File: config.mk
export PLATFORM = sky130hd
export DESIGN_NAME = usb_host_reset_seq
export DESIGN_NICKNAME = d
export VERILOG_FILES = /design/src/rtl/usbrs_pkg.sv /design/src/rtl/usbrs_attach_class.sv /design/src/rtl/usbrs_cnt.sv /design/src/rtl/usbrs_chirp_gen.sv /design/src/rtl/usb_host_reset_seq.sv
export SDC_FILE = /design/constraint.sdc
export NUM_CORES = 1
export LEC_CHECK = 0
export BUFFER_PORTS_ARGS = -buffer_cell sky130_fd_sc_hd__buf_2
export CAP_MARGIN = 25
export CORE_UTILIZATION = 54
export CTS_CLUSTER_DIAMETER = 100
export DETAILED_ROUTE_END_ITERATION = 8
export PLACE_DENSITY = 0.76
export RECOVER_POWER = 25
export SYNTH_ARGS = -nofsm -noshare
export SYNTH_HDL_FRONTEND = slang
export SYNTH_SLANG_ARGS = --single-unit
File: constraint.sdc
create_clock -name clk -period 2.4 [get_ports clk]
set_input_delay 0.48 -clock clk [delete_from_list [all_inputs] [get_ports clk]]
set_output_delay 0.48 -clock clk [all_outputs]
set_load 0.02 [all_outputs]
File: src/rtl/usbrs_pkg.sv
package usbrs_pkg;
  localparam logic [5:0] FCTL_ADDR = 6'h04;

  typedef enum logic [1:0] {SPD_HS = 2'b00, SPD_FS = 2'b01, SPD_LS = 2'b10} spd_e;
  typedef enum logic [2:0] {S_IDLE, S_WRST, S_SE0, S_CHIRP, S_WFIN, S_DONE} seq_st_e;

  // function control word: mode [4:3], termination [2], transceiver select [1:0]
  function automatic logic [7:0] fctl_word(input logic [1:0] xsel, input logic term,
                                           input logic [1:0] mode);
    return {3'b000, mode, term, xsel};
  endfunction

  localparam logic [7:0] W_RESET = fctl_word(2'b00, 1'b0, 2'b10);
  localparam logic [7:0] W_HS    = fctl_word(2'b00, 1'b0, 2'b00);
  localparam logic [7:0] W_FS    = fctl_word(2'b01, 1'b1, 2'b00);
  localparam logic [7:0] W_LS    = fctl_word(2'b10, 1'b1, 2'b00);
endpackage

File: src/rtl/usbrs_attach_class.sv
module usbrs_attach_class (
  input  logic [1:0] ls,
  output logic       accept,
  output logic       is_low
);
  // bit1 = DM, bit0 = DP; exactly one high means a valid idle state
  always_comb begin
    accept = ls[1] ^ ls[0];
    is_low = ls[1] & ~ls[0];
  end
endmodule

File: src/rtl/usbrs_cnt.sv
module usbrs_cnt #(
  parameter int MAX = 15,
  localparam int W  = $clog2(MAX + 1)
) (
  input  logic         clk,
  input  logic         rst_n,
  input  logic         clr,
  output logic [W-1:0] cnt
);
  always_ff @(posedge clk or negedge rst_n) begin
    if (!rst_n)                     cnt <= '0;
    else if (clr)                   cnt <= '0;
    else if (cnt != W'(MAX))        cnt <= cnt + 1'b1;
  end
endmodule

File: src/rtl/usbrs_chirp_gen.sv
module usbrs_chirp_gen #(
  parameter int CHIRP_LEN   = 50,
  parameter int CHIRP_PAIRS = 3,
  localparam int NCH = 2 * CHIRP_PAIRS,
  localparam int LW  = $clog2(CHIRP_LEN + 1),
  localparam int IW  = $clog2(NCH + 1)
) (
  input  logic clk,
  input  logic rst_n,
  input  logic start,
  output logic tx,
  output logic is_k,
  output logic last
);
  logic [LW-1:0] len_q;
  logic [IW-1:0] idx_q;
  logic          len_end;

  assign len_end = (len_q == LW'(CHIRP_LEN - 1));
  assign last    = tx && len_end && (idx_q == IW'(NCH - 1));
  assign is_k    = tx && !idx_q[0];

  always_ff @(posedge clk or negedge rst_n) begin
    if (!rst_n) begin
      tx <= 1'b0; len_q <= '0; idx_q <= '0;
    end else if (start && !tx) begin
      tx <= 1'b1; len_q <= '0; idx_q <= '0;
    end else if (tx) begin
      if (last) tx <= 1'b0;
      if (len_end) begin
        len_q <= '0;
        idx_q <= idx_q + 1'b1;
      end else begin
        len_q <= len_q + 1'b1;
      end
    end
  end
endmodule

File: src/rtl/usb_host_reset_seq.sv
module usb_host_reset_seq
  import usbrs_pkg::*;
#(
  parameter int SE0_CYC     = 2000,
  parameter int K_MIN       = 125,
  parameter int CHIRP_LEN   = 50,
  parameter int CHIRP_PAIRS = 3
) (
  input  logic       clk,
  input  logic       rst_n,
  input  logic       attach_vld,
  input  logic [1:0] attach_ls,
  input  logic [1:0] linestate,
  input  logic       hs_diff_k,
  input  logic       wr_done,
  output logic       wr_req,
  output logic [5:0] wr_addr,
  output logic [7:0] wr_data,
  output logic       chirp_tx,
  output logic       chirp_k,
  output logic       busy,
  output logic       speed_vld,
  output logic [1:0] speed
);
  localparam int SW = $clog2(SE0_CYC);
  localparam int KW = $clog2(K_MIN);

  seq_st_e st_q, st_d;
  spd_e    spd_q;

  // named internal events
  logic          attach_ok, attach_low;
  logic          in_se0, k_valid, k_seen, se0_expire, chirp_last, ls_mode;
  logic [SW-1:0] se0_cnt;
  logic [KW-1:0] k_cnt;

  usbrs_attach_class u_class (.ls(attach_ls), .accept(attach_ok), .is_low(attach_low));

  assign in_se0  = (st_q == S_SE0);
  assign ls_mode = (spd_q == SPD_LS);
  assign k_valid = (linestate == 2'b10) && hs_diff_k;

  usbrs_cnt #(.MAX(SE0_CYC - 1)) u_se0_cnt (
    .clk(clk), .rst_n(rst_n), .clr(!in_se0), .cnt(se0_cnt));

  usbrs_cnt #(.MAX(K_MIN - 1)) u_k_cnt (
    .clk(clk), .rst_n(rst_n), .clr(!in_se0 || !k_valid), .cnt(k_cnt));

  assign se0_expire = in_se0 && (se0_cnt == SW'(SE0_CYC - 1));
  assign k_seen     = in_se0 && !ls_mode && k_valid && (k_cnt == KW'(K_MIN - 1));

  usbrs_chirp_gen #(.CHIRP_LEN(CHIRP_LEN), .CHIRP_PAIRS(CHIRP_PAIRS)) u_chirp (
    .clk(clk), .rst_n(rst_n), .start(k_seen), .tx(chirp_tx), .is_k(chirp_k),
    .last(chirp_last));

  always_comb begin
    st_d = st_q;
    unique case (st_q)
      S_IDLE:  if (attach_vld && attach_ok) st_d = S_WRST;
      S_WRST:  if (wr_done) st_d = S_SE0;
      S_SE0:   if (k_seen) st_d = S_CHIRP;
               else if (se0_expire) st_d = S_WFIN;
      S_CHIRP: if (chirp_last) st_d = S_WFIN;
      S_WFIN:  if (wr_done) st_d = S_DONE;
      S_DONE:  st_d = S_IDLE;
      default: st_d = S_IDLE;
    endcase
  end

  always_ff @(posedge clk or negedge rst_n) begin
    if (!rst_n) begin
      st_q  <= S_IDLE;
      spd_q <= SPD_FS;
    end else begin
      st_q <= st_d;
      if (st_q == S_IDLE && attach_vld && attach_ok)
        spd_q <= attach_low ? SPD_LS : SPD_FS;
      else if (k_seen)
        spd_q <= SPD_HS;
    end
  end

  always_comb begin
    wr_req  = (st_q == S_WRST) || (st_q == S_WFIN);
    wr_addr = FCTL_ADDR;
    if (st_q == S_WRST)       wr_data = W_RESET;
    else if (spd_q == SPD_HS) wr_data = W_HS;
    else if (spd_q == SPD_LS) wr_data = W_LS;
    else                      wr_data = W_FS;
  end

  assign busy      = (st_q != S_IDLE);
  assign speed_vld = (st_q == S_DONE);
  assign speed     = spd_q;
endmodule

==> run_results.csv <==
group,metric,value,unit
synth,synth-seq-area-share,41.9,%
route,wire_per_inst,13.0,um
floorplan,start_util,57.8,%
critical_path,critical-path-max-stage-delay,0.49,ns
sta,timing.setup.tns,0,ns
sta,min_period,2.18,ns
final_layout,final_layout_size_suffix_gt1_share,14.4,%
pwr,ir_drop,255,uV
final_layout,syn2layout_area_growth,8.23,%
sta,finClkSkew,0.0168,ns
route,initialDrtViolationCount,132,
clock_tree,maximum_count_of_clock_buffers_along_a_single_path,2,
final_layout,multi_input_comb_area,1030,um^2
synth,async_reset_ff_share,100,%
sta,hold_violation_total_from_the_final_report,0,
clock_tree,cts_max_level,2,
route,detailroute.via_count,1518,
clock_tree,clk_pin_slew_worst_setup_hold_paths,0.10,ns
synth,syn_inst,208,
synth,netlist-cell-type-count,47,
worst_hold_path,hold_path_start,"wr_done",
critical_path,cp.buffers_inverters,2,
critical_path,critical_path.slowest_cell,"dfrtp_1",
critical_path,critPathKind,"register to output pin",
clock_tree,tritoncts,"done",
synth,synth.cell_area,1980,um^2
critical_path,cp-start-kind,"register",
floorplan,rows,21,
critical_path,worst_ep_arrival_time,1.70,ns
final_layout,fin_nets,245,
global_routing,gr-total-overflow,0,
global_routing,grt.total_usage,20.1,%
sta,setup_viol,0,
pwr,total_power,1.05,mW
critical_path,launch_point_of_the_worst_path,"st_q[0]",
final_layout,num-fill-cells,307,
clock_tree,clock_tree_root_driver_cell,"clkbuf_4",
clock_tree,clkSinkCount,33,
pwr,power_density,491,nW/um^2
global_routing,largest_net_degree_at_the_start_of_global_routing,34,
synth,largest_cells_by_area_after_synthesis,"dfrtp_1 (41%), ha_1 (5.1%), nor2_1 (4.7%)",
floorplan,coreArea,3420,um^2
floorplan,top_level_ports,30,
critical_path,worstPathRequired,1.92,ns
floorplan,dieWidth,62.5,um
floorplan,die_y,62.5,um
run_status,run_status,"complete, but fails checks",
clock_tree,holdBufCountCts,0,
sta,worstMarginPinSlew,1.71,ns
critical_path,worstPathCellList,"inv_1 > nor3_1 > nor2b_1 > buf_2",
critical_path,setup.worst_path.end_class,"output pin",
pwr,cellLeakagePower,0.988,nW
route,first_pass_iters,4,
synth,synthDominantAreaCellType,"dfrtp_1",
sta,timing_max_transition_violations_final,34,
clock_tree,number_of_cts_inserted_buffers,5,
critical_path,cpLargestDelayFamily,"simple AND/OR/NAND/NOR gates",
critical_path,timing.critical_path.fanout_max,9,
route,ant_nets,0,
sta,slew_headroom,-14.2,%
final_layout,register_area,827,um^2
clock_tree,post-cts-setup-buffer-count,0,
run,max-cap-violations,1,
final_layout,diodes,0,
synth,yosys_register_bits,33,
clock_tree,cts-resized-gates,0,
critical_path,ff2ff_setup_slack,0.40,ns
synth,synth_top_cells_by_count,"dfrtp_1 (32), nor2_1 (25), buf_4 (10), inv_1 (10), xor2_1 (10)",
synth,synth.avg_cell_area,9.50,um^2
global_routing,first_global_vias,1397,
critical_path,worst-path-stages,4,
synth,synth_enable_flop_cells,0,
clock_tree,insertion_delay,0.34,ns
route,viasPerCell,5.52,
synth,yosys.area.top_type_share,40.5,%
synth,synth-warning-count,0,
critical_path,critPathCapture,"wr_data[0]",
critical_path,crit-reg2reg-capture,"speed[1]",
synth,yosys.cell_count.top_type,"dfrtp_1",
place,post-dp-hpwl,2640,um
place,gp_congestion,0.781,
global_routing,first_pass_grt_wire_length,6160,um
global_routing,antenna_found_initial,0,
floorplan,die_area,3900,um^2
place,count_of_buffers_from_port_buffering,19,
synth,synth_ff_type,"dfrtp_1",
sta,finalCritPeriodShare,90.9,%
run_status,violations_in_the_final_reports,"capacitance limit, slew limit",
critical_path,ff2ff_path_depth,4,
sta,achievable-frequency,458,MHz
route,drt-total-wl,3580,um
critical_path,worst_r2r_startpoint,"st_q[2]",
sta,unrepaired_setup_endpoints_after_global_routing,"no",
worst_hold_path,min_path_type,"input pin to register",
route,drc_violation_count_after_routing,0,
-- state kept, by name, summed over array words and instances (netlist names) --
name / flops
u_chirp.tx: 1
st_q: 3
speed: 2
u_chirp.len_q: 6
u_se0_cnt.cnt: 11
u_chirp.idx_q: 3
u_k_cnt.cnt: 7
-- placed cells by master, fill, tap and decap left out, types with 7 or more instances in the layout --
master / count
buf_2: 18
conb_1: 10
dfrtp_1: 32
ha_1: 8
inv_1: 10
nand3_1: 8
nor2_1: 25
nor3_1: 7
xor2_1: 10
-- cell families (layout without fill, tap and decap cells) --
logic type,after synthesis,after routing,share of synthesized area [%]
AND/OR/NAND/NOR,86,86,24.5
flip-flops,33,33,41.9
other,2,10,0.380
AO/OA/AOI/OAI,36,36,12.4
multiplexers,4,4,2.03
XOR/XNOR,14,14,6.21
adder cells (fa/ha/maj),8,8,5.07
buffers and inverters,25,38,7.54
-- power breakdown --
part	switching, mW	internal (mW)
clock network	0.189	0.249
registers	0.00224	0.558
logic	0.0396	0.0127
total	0.231	0.820
-- area by class of cell --
| type | instances | area share, % |
|---|---|---|
| sequential | 33 | 38.7 |
| inverter | 10 | 1.76 |
| multi-input combinational | 158 | 48.2 |
| timing repair buffer | 20 | 4.74 |
| clock buffer | 7 | 2.57 |
| clock inverter | 1 | 1.40 |
| tap | 46 | 2.69 |
-- worst register-to-register path, stage by stage (launching register included) --
cell,delay (ns)
dfrtp_1,0.48
or3b_1,0.51
or2_1,0.37
nor4_1,0.41
o22ai_1,0.11
-- worst min path at each step --
stage	end	slack [ns]	cells past startpoint
final	st_q[1]	0.40	3
after global routing	st_q[1]	0.40	3
after CTS	u_chirp.idx_q[2]	0.21	1
after detailed placement	speed[0]	0.51	2
after global placement	speed[0]	0.50	2
after floorplan	speed[1]	0.18	0
-- stage by stage --
step / cell area (um^2) / std cells / setup WS [ns] / util [%] / hold slack [ns]
6_report: 2140 / 275 / 0.218 / 62.6 / 0.403
5_1_grt: 2140 / 275 / 0.0427 / 62.6 / 0.397
4_1_cts: 2140 / 275 / 0.195 / 62.6 / 0.205
3_5_place_dp: 2050 / 267 / 0.398 / 60.1 / 0.511
3_3_place_gp: 2050 / 267 / 0.459 / 60.1 / 0.504
2_1_floorplan: 2010 / 216 / 0.418 / - / 0.184
-- metal layers --
metal,global-route usage [%],part of all wire (%),up-vias
li1,-,-,757
met1,26.7,47,708
met2,31.9,47,49
met3,5.47,4.7,4
met4,6.10,1.3,0
met5,0,0,-
Note: power is estimated with default switching activity, not from simulation.
